### config.mk
export PLATFORM = sky130hd
export DESIGN_NAME = hpw_walker
export DESIGN_NICKNAME = d
export VERILOG_FILES = /design/src/rtl/hpw_pkg.sv /design/src/rtl/hpw_hash.sv /design/src/rtl/hpw_cmp.sv /design/src/rtl/hpw_walker.sv
export SDC_FILE = /design/constraint.sdc
export NUM_CORES = 1
export LEC_CHECK = 0
export BUFFER_PORTS_ARGS = -buffer_cell sky130_fd_sc_hd__buf_2
export CAP_MARGIN = 20
export CORE_UTILIZATION = 45
export CTS_CLUSTER_DIAMETER = 200
export DETAILED_ROUTE_END_ITERATION = 6
export PLACE_DENSITY = 0.77
export SYNTH_ARGS = -nofsm -noshare
export SYNTH_HDL_FRONTEND = slang
export SYNTH_HIERARCHICAL = 1
export SYNTH_SLANG_ARGS = --single-unit
### constraint.sdc
create_clock -name clk -period 2.19 [get_ports clk]
set_input_delay 0.438 -clock clk [delete_from_list [all_inputs] [get_ports clk]]
set_output_delay 0.438 -clock clk [all_outputs]
set_load 0.005 [all_outputs]
### src/rtl/hpw_pkg.sv
`timescale 1ns/1ps
package hpw_pkg;
   localparam int WORD_W  = 32;
   localparam int V_BIT   = WORD_W - 1;
   localparam int REF_BIT = 8;
   localparam int CHG_BIT = 7;
   localparam int PP_W    = 2;

   typedef enum logic [2:0] {
      S_IDLE,
      S_ISSUE,
      S_CHECK,
      S_WBACK,
      S_DONE
   } walk_st_e;
endpackage

### src/rtl/hpw_hash.sv
`timescale 1ns/1ps
module hpw_hash #(
   parameter int VSID_W  = 24,
   parameter int EA_W    = 32,
   parameter int PA_W    = 32,
   parameter int PAGE_W  = 12,
   parameter int SEG_W   = 28,
   parameter int API_W   = SEG_W - PAGE_W - 10,
   parameter int GROUP_N = 8,
   parameter int ENTRY_B = 8
) (
   input  logic [VSID_W-1:0] vsid,
   input  logic [EA_W-1:0]   ea,
   input  logic              second,
   input  logic [PA_W-1:0]   tbl_base,
   input  logic [PA_W-1:0]   tbl_mask,
   output logic [PA_W-1:0]   grp_addr,
   output logic [API_W-1:0]  api
);
   localparam int PIDX_W = SEG_W - PAGE_W;
   localparam int HASH_W = (VSID_W > PIDX_W) ? VSID_W : PIDX_W;
   localparam int GRP_SH = $clog2(GROUP_N * ENTRY_B);

   logic [PIDX_W-1:0] pidx;
   logic [HASH_W-1:0] hash;
   logic [HASH_W-1:0] hsel;
   logic [PA_W-1:0]   hwide;

   assign pidx = ea[SEG_W-1:PAGE_W];
   assign api  = pidx[PIDX_W-1 -: API_W];

   generate
      if (VSID_W > PIDX_W) begin : g_vsid_wider
         assign hash = vsid ^ {{(HASH_W-PIDX_W){1'b0}}, pidx};
      end else if (VSID_W == PIDX_W) begin : g_same_width
         assign hash = vsid ^ pidx;
      end else begin : g_pidx_wider
         assign hash = {{(HASH_W-VSID_W){1'b0}}, vsid} ^ pidx;
      end
   endgenerate

   assign hsel = second ? ~hash : hash;

   generate
      if (HASH_W >= PA_W) begin : g_trunc
         assign hwide = hsel[PA_W-1:0];
      end else begin : g_extend
         assign hwide = {{(PA_W-HASH_W){1'b0}}, hsel};
      end
   endgenerate

   assign grp_addr = tbl_base | ((hwide << GRP_SH) & tbl_mask);
endmodule

### src/rtl/hpw_cmp.sv
`timescale 1ns/1ps
module hpw_cmp
   import hpw_pkg::*;
#(
   parameter int VSID_W = 24,
   parameter int API_W  = 6
) (
   input  logic [WORD_W-1:0] w0,
   input  logic [WORD_W-1:0] w1,
   input  logic              second,
   input  logic [VSID_W-1:0] vsid,
   input  logic [API_W-1:0]  api,
   input  logic              is_write,
   output logic              match,
   output logic [WORD_W-1:0] upd_w1,
   output logic              upd_need
);
   localparam int H_POS = API_W;
   localparam int VS_LO = API_W + 1;

   assign match = w0[V_BIT]
                  && (w0[H_POS] == second)
                  && (w0[VS_LO +: VSID_W] == vsid)
                  && (w0[API_W-1:0] == api);

   always_comb begin
      upd_w1          = w1;
      upd_w1[REF_BIT] = 1'b1;
      if (is_write) upd_w1[CHG_BIT] = 1'b1;
   end

   assign upd_need = (upd_w1 != w1);
endmodule

### src/rtl/hpw_walker.sv
`timescale 1ns/1ps
module hpw_walker
   import hpw_pkg::*;
#(
   parameter int VSID_W  = 24,
   parameter int EA_W    = 32,
   parameter int PA_W    = 32,
   parameter int PAGE_W  = 12,
   parameter int SEG_W   = 28,
   parameter int GROUP_N = 8,
   parameter int ENTRY_B = 8
) (
   input  logic                clk,
   input  logic                rst_n,
   input  logic                start,
   input  logic                is_write,
   input  logic [VSID_W-1:0]   vsid,
   input  logic [EA_W-1:0]     ea,
   input  logic [PA_W-1:0]     tbl_base,
   input  logic [PA_W-1:0]     tbl_mask,
   output logic                busy,
   output logic                done,
   output logic                hit,
   output logic [PA_W-1:0]     pa,
   output logic [PP_W-1:0]     pp,
   output logic                mem_rd,
   output logic                mem_wr,
   output logic [PA_W-1:0]     mem_addr,
   output logic [WORD_W-1:0]   mem_wdata,
   input  logic [2*WORD_W-1:0] mem_rdata
);
   localparam int API_W  = SEG_W - PAGE_W - 10;
   localparam int IDX_W  = $clog2(GROUP_N);
   localparam int ENT_SH = $clog2(ENTRY_B);
   localparam logic [IDX_W-1:0] LAST_SLOT = IDX_W'(GROUP_N - 1);
   localparam logic [PA_W-1:0]  HALF_OFF  = PA_W'(ENTRY_B / 2);

   generate
      if (API_W < 1) begin : g_err_api
         $error("segment too small for a tag field");
      end
      if (VSID_W + API_W + 2 != WORD_W) begin : g_err_layout
         $error("tag fields must fill the first entry word");
      end
      if ((GROUP_N < 2) || ((GROUP_N & (GROUP_N - 1)) != 0)) begin : g_err_grp
         $error("GROUP_N must be a power of two of at least 2");
      end
      if (ENTRY_B != 2 * (WORD_W / 8)) begin : g_err_ent
         $error("an entry is two words");
      end
      if ((PA_W > WORD_W) || (PAGE_W <= REF_BIT) || (EA_W < SEG_W)) begin : g_err_addr
         $error("address widths do not fit the entry layout");
      end
   endgenerate

   walk_st_e          st;
   logic              second;
   logic [IDX_W-1:0]  slot;
   logic [VSID_W-1:0] vsid_q;
   logic [EA_W-1:0]   ea_q;
   logic              wr_q;
   logic [PA_W-1:0]   base_q;
   logic [PA_W-1:0]   mask_q;
   logic [WORD_W-1:0] wdata_q;
   logic              hit_q;
   logic [PA_W-1:0]   pa_q;
   logic [PP_W-1:0]   pp_q;

   logic [PA_W-1:0]   grp_addr;
   logic [API_W-1:0]  api;
   logic [PA_W-1:0]   ent_addr;
   logic [WORD_W-1:0] w0;
   logic [WORD_W-1:0] w1;
   logic              match;
   logic [WORD_W-1:0] upd_w1;
   logic              upd_need;

   hpw_hash #(
      .VSID_W (VSID_W), .EA_W (EA_W), .PA_W (PA_W), .PAGE_W (PAGE_W),
      .SEG_W (SEG_W), .API_W (API_W), .GROUP_N (GROUP_N), .ENTRY_B (ENTRY_B)
   ) u_hash (
      .vsid     (vsid_q),
      .ea       (ea_q),
      .second   (second),
      .tbl_base (base_q),
      .tbl_mask (mask_q),
      .grp_addr (grp_addr),
      .api      (api)
   );

   assign w0 = mem_rdata[2*WORD_W-1:WORD_W];
   assign w1 = mem_rdata[WORD_W-1:0];

   hpw_cmp #(.VSID_W (VSID_W), .API_W (API_W)) u_cmp (
      .w0       (w0),
      .w1       (w1),
      .second   (second),
      .vsid     (vsid_q),
      .api      (api),
      .is_write (wr_q),
      .match    (match),
      .upd_w1   (upd_w1),
      .upd_need (upd_need)
   );

   assign ent_addr  = grp_addr | (PA_W'(slot) << ENT_SH);
   assign mem_rd    = (st == S_ISSUE);
   assign mem_wr    = (st == S_WBACK);
   assign mem_addr  = (st == S_WBACK) ? (ent_addr | HALF_OFF) : ent_addr;
   assign mem_wdata = wdata_q;
   assign busy      = (st != S_IDLE);
   assign done      = (st == S_DONE);
   assign hit       = hit_q;
   assign pa        = pa_q;
   assign pp        = pp_q;

   always_ff @(posedge clk or negedge rst_n) begin
      if (!rst_n) begin
         st      <= S_IDLE;
         second  <= 1'b0;
         slot    <= '0;
         vsid_q  <= '0;
         ea_q    <= '0;
         wr_q    <= 1'b0;
         base_q  <= '0;
         mask_q  <= '0;
         wdata_q <= '0;
         hit_q   <= 1'b0;
         pa_q    <= '0;
         pp_q    <= '0;
      end else begin
         case (st)
            S_IDLE: begin
               if (start) begin
                  vsid_q <= vsid;
                  ea_q   <= ea;
                  wr_q   <= is_write;
                  base_q <= tbl_base;
                  mask_q <= tbl_mask;
                  second <= 1'b0;
                  slot   <= '0;
                  hit_q  <= 1'b0;
                  st     <= S_ISSUE;
               end
            end
            S_ISSUE: st <= S_CHECK;
            S_CHECK: begin
               if (match) begin
                  hit_q   <= 1'b1;
                  pa_q    <= {w1[PA_W-1:PAGE_W], ea_q[PAGE_W-1:0]};
                  pp_q    <= w1[PP_W-1:0];
                  wdata_q <= upd_w1;
                  st      <= upd_need ? S_WBACK : S_DONE;
               end else if (slot == LAST_SLOT) begin
                  if (!second) begin
                     second <= 1'b1;
                     slot   <= '0;
                     st     <= S_ISSUE;
                  end else begin
                     hit_q <= 1'b0;
                     st    <= S_DONE;
                  end
               end else begin
                  slot <= slot + 1'b1;
                  st   <= S_ISSUE;
               end
            end
            S_WBACK: st <= S_DONE;
            S_DONE:  st <= S_IDLE;
            default: st <= S_IDLE;
         endcase
      end
   end
endmodule

# --- After elaboration in Yosys (flattened, before gate mapping) ---
# Cells that the tools add are included.
totals:
  inputBits: 188
  ff_bits: 191
  out_inout_bits: 103
  word_cells: 66
classes:
  eq_ne: 15
  add_sub_neg: 1
  n_bitwise: 5
  mux: 22
  n_reduce_logical: 11
ops:
  columns: ["operator", "n"]
  rows:
  - ["bitwise AND 30 x 32 -> 32 bit", 1]
  - ["bitwise OR 32 bit", 1]
  - ["bitwise OR 32 x 6 -> 32 bit", 1]
  - ["2-to-1 mux 3 bit", 10]
  - ["== test 24 bit", 1]
  - ["2-to-1 mux 24 bit", 1]
  - ["NOT 24 bit", 1]
  - ["bitwise XOR 24 x 16 -> 24 bit", 1]
  - ["case mux 3 bit (4 select lines)", 1]
  - ["AND reduction 4 bit", 3]
  - ["!= test 3 bit (second input constant)", 3]
  - ["2-to-1 mux 1 bit", 7]
  - ["== test 3 x 2 -> 1 bit (second input constant)", 2]
  - ["== test 3 bit (second input constant)", 2]
  - ["== test 6 bit", 1]
  - ["!= test 2 bit (second input constant)", 3]
  - ["case mux 3 bit (2 select lines)", 1]
  - ["case mux 1 bit (2 select lines)", 2]
  - ["AND reduction 2 bit", 2]
  - ["adder 3 x 1 -> 3 bit (second input constant)", 1]
  - ["== test 3 x 1 -> 1 bit (second input constant)", 1]
  - ["logical AND 1 bit", 3]
  - ["zero test 3 bit", 1]
  - ["nonzero test 3 bit", 1]
  - ["other kinds (3)", 3]

# --- Depth between registers and ports, before layout ---
logic_depth:
  depth_word: 7
  depth_mapped: 10
  depth_no_buf: 7

# --- By module ---
# Netlist, hierarchy kept.
by_module_without_submodules:
  columns: ["module", "seq_area_each_um2", "area_per_inst_um2", "n_inst", "cells_each"]
  rows:
  - ["hpw_walker", 4879.7, 7459.7, 1, 448]
  - ["hpw_hash", 0.0, 773.2, 1, 65]
  - ["hpw_cmp", 0.0, 608.1, 1, 77]

# --- Least setup slack after synthesis ---
# OpenSTA, ideal clock, no wires.
synth_timing:
  kind: "reg-to-reg"
  from: "reg ea_q[27]"
  to: "reg wdata_q[13], in the netlist mem_wdata[13]"
  period_less_slack_ns: 2.387
  slack_ns: -0.197
  n_path_buf: 4
  path_stages_with_launch: 11
  arrival_time_ns: 2.259
  required_ns: 2.063
  setup_time_ns: 0.127
  cell_sequence: "dfrtp_1 -> buf_4 -> xor2_1 -> nor4_2 -> nand2_1 -> nor4_2 -> and2_1 -> buf_4 -> buf_6 -> buf_6 -> mux2_1"
synth_between:
  elab_chain_cells: 3
synth_rtl:
  columns: ["element", "line", "text"]
  rows:
  - ["start, declared", "hpw_walker.sv:60", "logic [EA_W-1:0] ea_q;"]
  - ["start signal, assigned", "hpw_walker.sv:123", "ea_q <= '0;"]
  - ["start signal, assigned", "hpw_walker.sv:136", "ea_q <= ea;"]
  - ["== test 6 bit", "hpw_cmp.sv:24", "&& (w0[API_W-1:0] == api);"]
  - ["logical AND 1 bit", "hpw_cmp.sv:24", null]
  - ["net match", "hpw_walker.sv:74", "logic match;"]
  - ["AND reduction 2 bit (no source line)", null, null]
  - ["end signal, assigned", "hpw_walker.sv:152", "wdata_q <= upd_w1;"]
  - ["end, declared", "hpw_walker.sv:64", "logic [WORD_W-1:0] wdata_q;"]
# The timed path passes the listed nets, and every way through them passes these cells.
# A chain may end at the register's enable or synchronous reset.

# --- Final worst setup path ---
layout_timing:
  from: "reg vsid_q[17]"
  to: "reg pa_q[29], in the netlist pa[29]"
layout_between:
  elab_chain_cells: 4
layout_rtl:
  columns: ["element", "line", "text"]
  rows:
  - ["start, declared", "hpw_walker.sv:59", "logic [VSID_W-1:0] vsid_q;"]
  - ["start signal, assigned", "hpw_walker.sv:135", "vsid_q <= vsid;"]
  - ["== test 24 bit", "hpw_cmp.sv:23", "&& (w0[VS_LO +: VSID_W] == vsid)"]
  - ["logical AND 1 bit", "hpw_cmp.sv:23", null]
  - ["logical AND 1 bit", "hpw_cmp.sv:24", null]
  - ["net match", "hpw_walker.sv:74", null]
  - ["AND reduction 2 bit (no source line)", null, null]
  - ["end signal, assigned", "hpw_walker.sv:150", "pa_q <= {w1[PA_W-1:PAGE_W], ea_q[PAGE_W-1:0]};"]
  - ["end, declared", "hpw_walker.sv:66", "logic [PA_W-1:0] pa_q;"]
# The timed path passes the listed nets, and every way through them passes these cells.

==> reports/metrics.yaml <==
global_routing:
  antenna_found_initial: 0
  largest_net_degree_at_the_start_of_global_routing: 71
  grt_pass1_wl_um: 30600
  globalRouteMet3Util_pct: 6.53
  grt_overflow_total: 0
  global_route.usage.met1_pct: 24.1
  global_route.usage.total_pct: 20.4
  first_global_vias: 5846
  grt.met2_usage_pct: 35.7
  grt.busiest_layer: "met2"
die:
  start_util_pct: 46.3
  chipHeight_um: 139
  boundaryPins: 291
  dieWidth_um: 139
  design.core.area_sq_um: 18100
  std_cell_rows: 49
  die_area_sq_um: 19200
detailed_routing:
  drc: 23
  number_of_nets_still_failing_antenna_checks_after_routing: 0
  firstDrtPassIters: 7
  post_drt_wl_per_cell_um: 17.2
  routed_wirelength_um: 18700
  avgViaCountPerCell: 4.89
  drt_iter0_markers: 142
  routed-via-count: 5331
clock_network:
  cts.clk_slew.worst_paths_ns: 0.08
  cts_max_path_buffers: 2
  clock_sinks: 183
  insertion_delay_ns: 0.42
  buffer_type_at_the_clock_tree_root: "sky130_fd_sc_hd__clkbuf_16"
  cts-buffers-inserted: 17
  level_count_of_the_clock_h_tree: 4
  clock_tree_from_tritoncts: "yes"
power_and_ir_drop:
  vdd_ir_drop_max_uv: 843
  intPower_mw: 9.63
  fraction_of_power_spent_switching_nets_pct: 29.5
  switching_pwr_mw: 4.02
  power.density_cell_area_nw_per_um2: 1260
  cellLeakagePower_nw: 5.66
  sequentialPowerShare_pct: 38.1
  power_frac_clock_pct: 23.8
  combPwrFrac_pct: 38.1
setup_path:
  number_of_cells_traversed_by_the_worst_register_to_register_path: 8
  crit_path_frequent_cell: "sky130_fd_sc_hd__buf_4"
  regToRegEndpoint: "pa[29]"
  critical_path.endpoint_type: "flip-flop"
  crit_path_cell_trace: "xor2_1, nor4_1, buf_4, nand4_1, nor4_4, and2_4, buf_4, mux2_2"
  critical_path_class: "reg -> reg"
  critical_path_top_delay_cell: "sky130_fd_sc_hd__dfrtp_1"
  cp.arrival_ns: 2.72
  worst_r2r_startpoint: "vsid_q[17]"
  timing.critical_path.buf_inv: 2
  critPathMaxStageDelay_ns: 0.42
  setup.reg_to_reg.worst_slack_ns: -0.23
  crit_end: "pa[29]"
  worst_setup_path_startpoint: "vsid_q[17]"
  cp_top_family: "simple AND/OR/NAND/NOR gates"
  cp.depth: 8
  startpoint_type: "flip-flop"
  crit_fanout: 11
  critPathRequiredTime_ns: 2.49
placed_design:
  detailedPlace.worstSlack_ns: -0.601
  numPlacedInstances: 1049
  gp_congestion: 0.771
  placement.io_buffers: 278
  place_hpwl_um: 13700
run_status:
  outcome: "complete, but fails checks"
  violated_checks: "DRC, setup timing"
cells_and_area:
  layout.filler_cells: 1472
  post_layout_nonfiller_instances: 1090
  area_of_combinational_cells_with_multiple_inputs_sq_um: 3360
  regArea_sq_um: 4580
  layout-area-overhead-vs-synth_pct: 29.1
  num_antenna_cells: 0
  design.final.nets: 1039
  ratio_of_cells_with_drive_above_1_in_the_final_layout_pct: 56.6
timing:
  timing_max_transition_violations_final: 0
  fin_ws_ns: -0.227
  final_hold_fails: 0
  final_period_minus_worst_setup_slack_ns: 2.42
  fin_skew_ns: 0.0124
  rsz0062_at_grt: "true"
  setup_viol: 67
  worst-slew-pin-transition_ns: 0.553
  final.period_utilization_pct: 110
  tns_ns: -12.64
  slew_headroom_pct: 63.2
  fin_hold_ws_ns: 0.223
  fmax_ghz: 0.414
flow_run:
  maxCapViolations: 0
synth:
  synthesis.nets: 757
  syn_std_cell_area_sq_um: 8410
  number_of_warnings_printed_during_yosys_synthesis: 6
  syn-instance-count: 566
  synth_area_per_cell_sq_um: 14.9
min_path:
  hold_path_class: "in -> reg"
==> through the flow <==
stage,area [sq um],power (mW),util [%]
after floorplan,8440,8.62,-
after detailed placement,10000,10.2,55.2
final,10800,13.7,59.8
after global routing,10800,14.5,59.8
after global placement,10000,10.1,55.2
after CTS,10800,13.8,59.5
==> layout by cell type, fill, tap and decap left out, types with 4 or more instances in the layout <==
master / instances
sky130_fd_sc_hd__buf_2: 277
sky130_fd_sc_hd__or2_2: 5
sky130_fd_sc_hd__mux2_4: 15
sky130_fd_sc_hd__inv_1: 5
sky130_fd_sc_hd__clkbuf_16: 17
sky130_fd_sc_hd__buf_12: 8
sky130_fd_sc_hd__xnor2_1: 7
sky130_fd_sc_hd__nand3_1: 4
sky130_fd_sc_hd__xor3_1: 16
sky130_fd_sc_hd__a21o_1: 26
sky130_fd_sc_hd__dfrtp_1: 180
sky130_fd_sc_hd__mux2_2: 90
sky130_fd_sc_hd__nor4_1: 4
sky130_fd_sc_hd__mux2_1: 70
sky130_fd_sc_hd__xor2_1: 32
sky130_fd_sc_hd__buf_4: 42
sky130_fd_sc_hd__nand4_1: 5
sky130_fd_sc_hd__buf_6: 5
==> worst min-delay path by stage <==
stage / from / depth (start not counted) / slack [ns] / to
detailed placement: rst_n / 1 / 0.45 / pa[13]
global placement: rst_n / 1 / 0.44 / pa[13]
global route: tbl_base[15] / 2 / 0.21 / base_q[15]
CTS: tbl_base[14] / 2 / 0.21 / base_q[14]
floorplan: rst_n / 0 / 0.14 / base_q[0]
finish: tbl_base[18] / 2 / 0.22 / base_q[18]
==> area by class of cell <==
cell class	instances	share of cell area (%)
well taps	229	2.64
repair buffers	335	18.3
inverters	5	0.173
multi-input cells	306	30.9
flip-flops and latches	183	42.2
clock buffers	20	4.21
clock inverters	12	1.52
==> worst reg2reg max path, cell delays in order (launching register included) <==
cell and delay, ns:
sky130_fd_sc_hd__dfrtp_1 0.42, sky130_fd_sc_hd__xor2_1 0.17, sky130_fd_sc_hd__nor4_1 0.28, sky130_fd_sc_hd__buf_4 0.16
sky130_fd_sc_hd__nand4_1 0.16, sky130_fd_sc_hd__nor4_4 0.25, sky130_fd_sc_hd__and2_4 0.27, sky130_fd_sc_hd__buf_4 0.21
sky130_fd_sc_hd__mux2_2 0.36
==> sequential cells by signal, summed over array words and instances (netlist names) <==
signal	cells
pp	2
wr_q	1
hit	1
vsid_q	24
mem_wdata	32
ea_q	28
slot	3
st	3
pa	32
base_q	32
second	1
mask_q	24
==> layer usage <==
layer | part of all wire [%] | routed length (um) | up-vias
li1 | - | - | 2499
met1 | 40 | 7550 | 2617
met2 | 50 | 9420 | 199
met3 | 8.4 | 1580 | 16
met4 | 1.1 | 197 | 0
met5 | 0 | 0 | -
==> what timing repair did <==
action,4_1_cts,5_1_grt
buffers inserted,5,1
resized for setup,20,10
hold endpoints to repair,5,0
gates cloned,2,0
setup endpoints to repair,89,77
pin swaps,21,2
hold buffers,1,0
==> power by group through the flow <==
stage | Combinational [mW] | Clock, mW | Sequential (mW)
5_1_grt | 5.65 | 3.45 | 5.35
3_3_place_gp | 4.87 | 0 | 5.20
2_1_floorplan | 3.55 | 0 | 5.07
4_1_cts | 5.30 | 3.31 | 5.21
3_5_place_dp | 4.97 | 0 | 5.25
6_report | 5.20 | 3.25 | 5.21
Power figures use the tool's default switching activity.
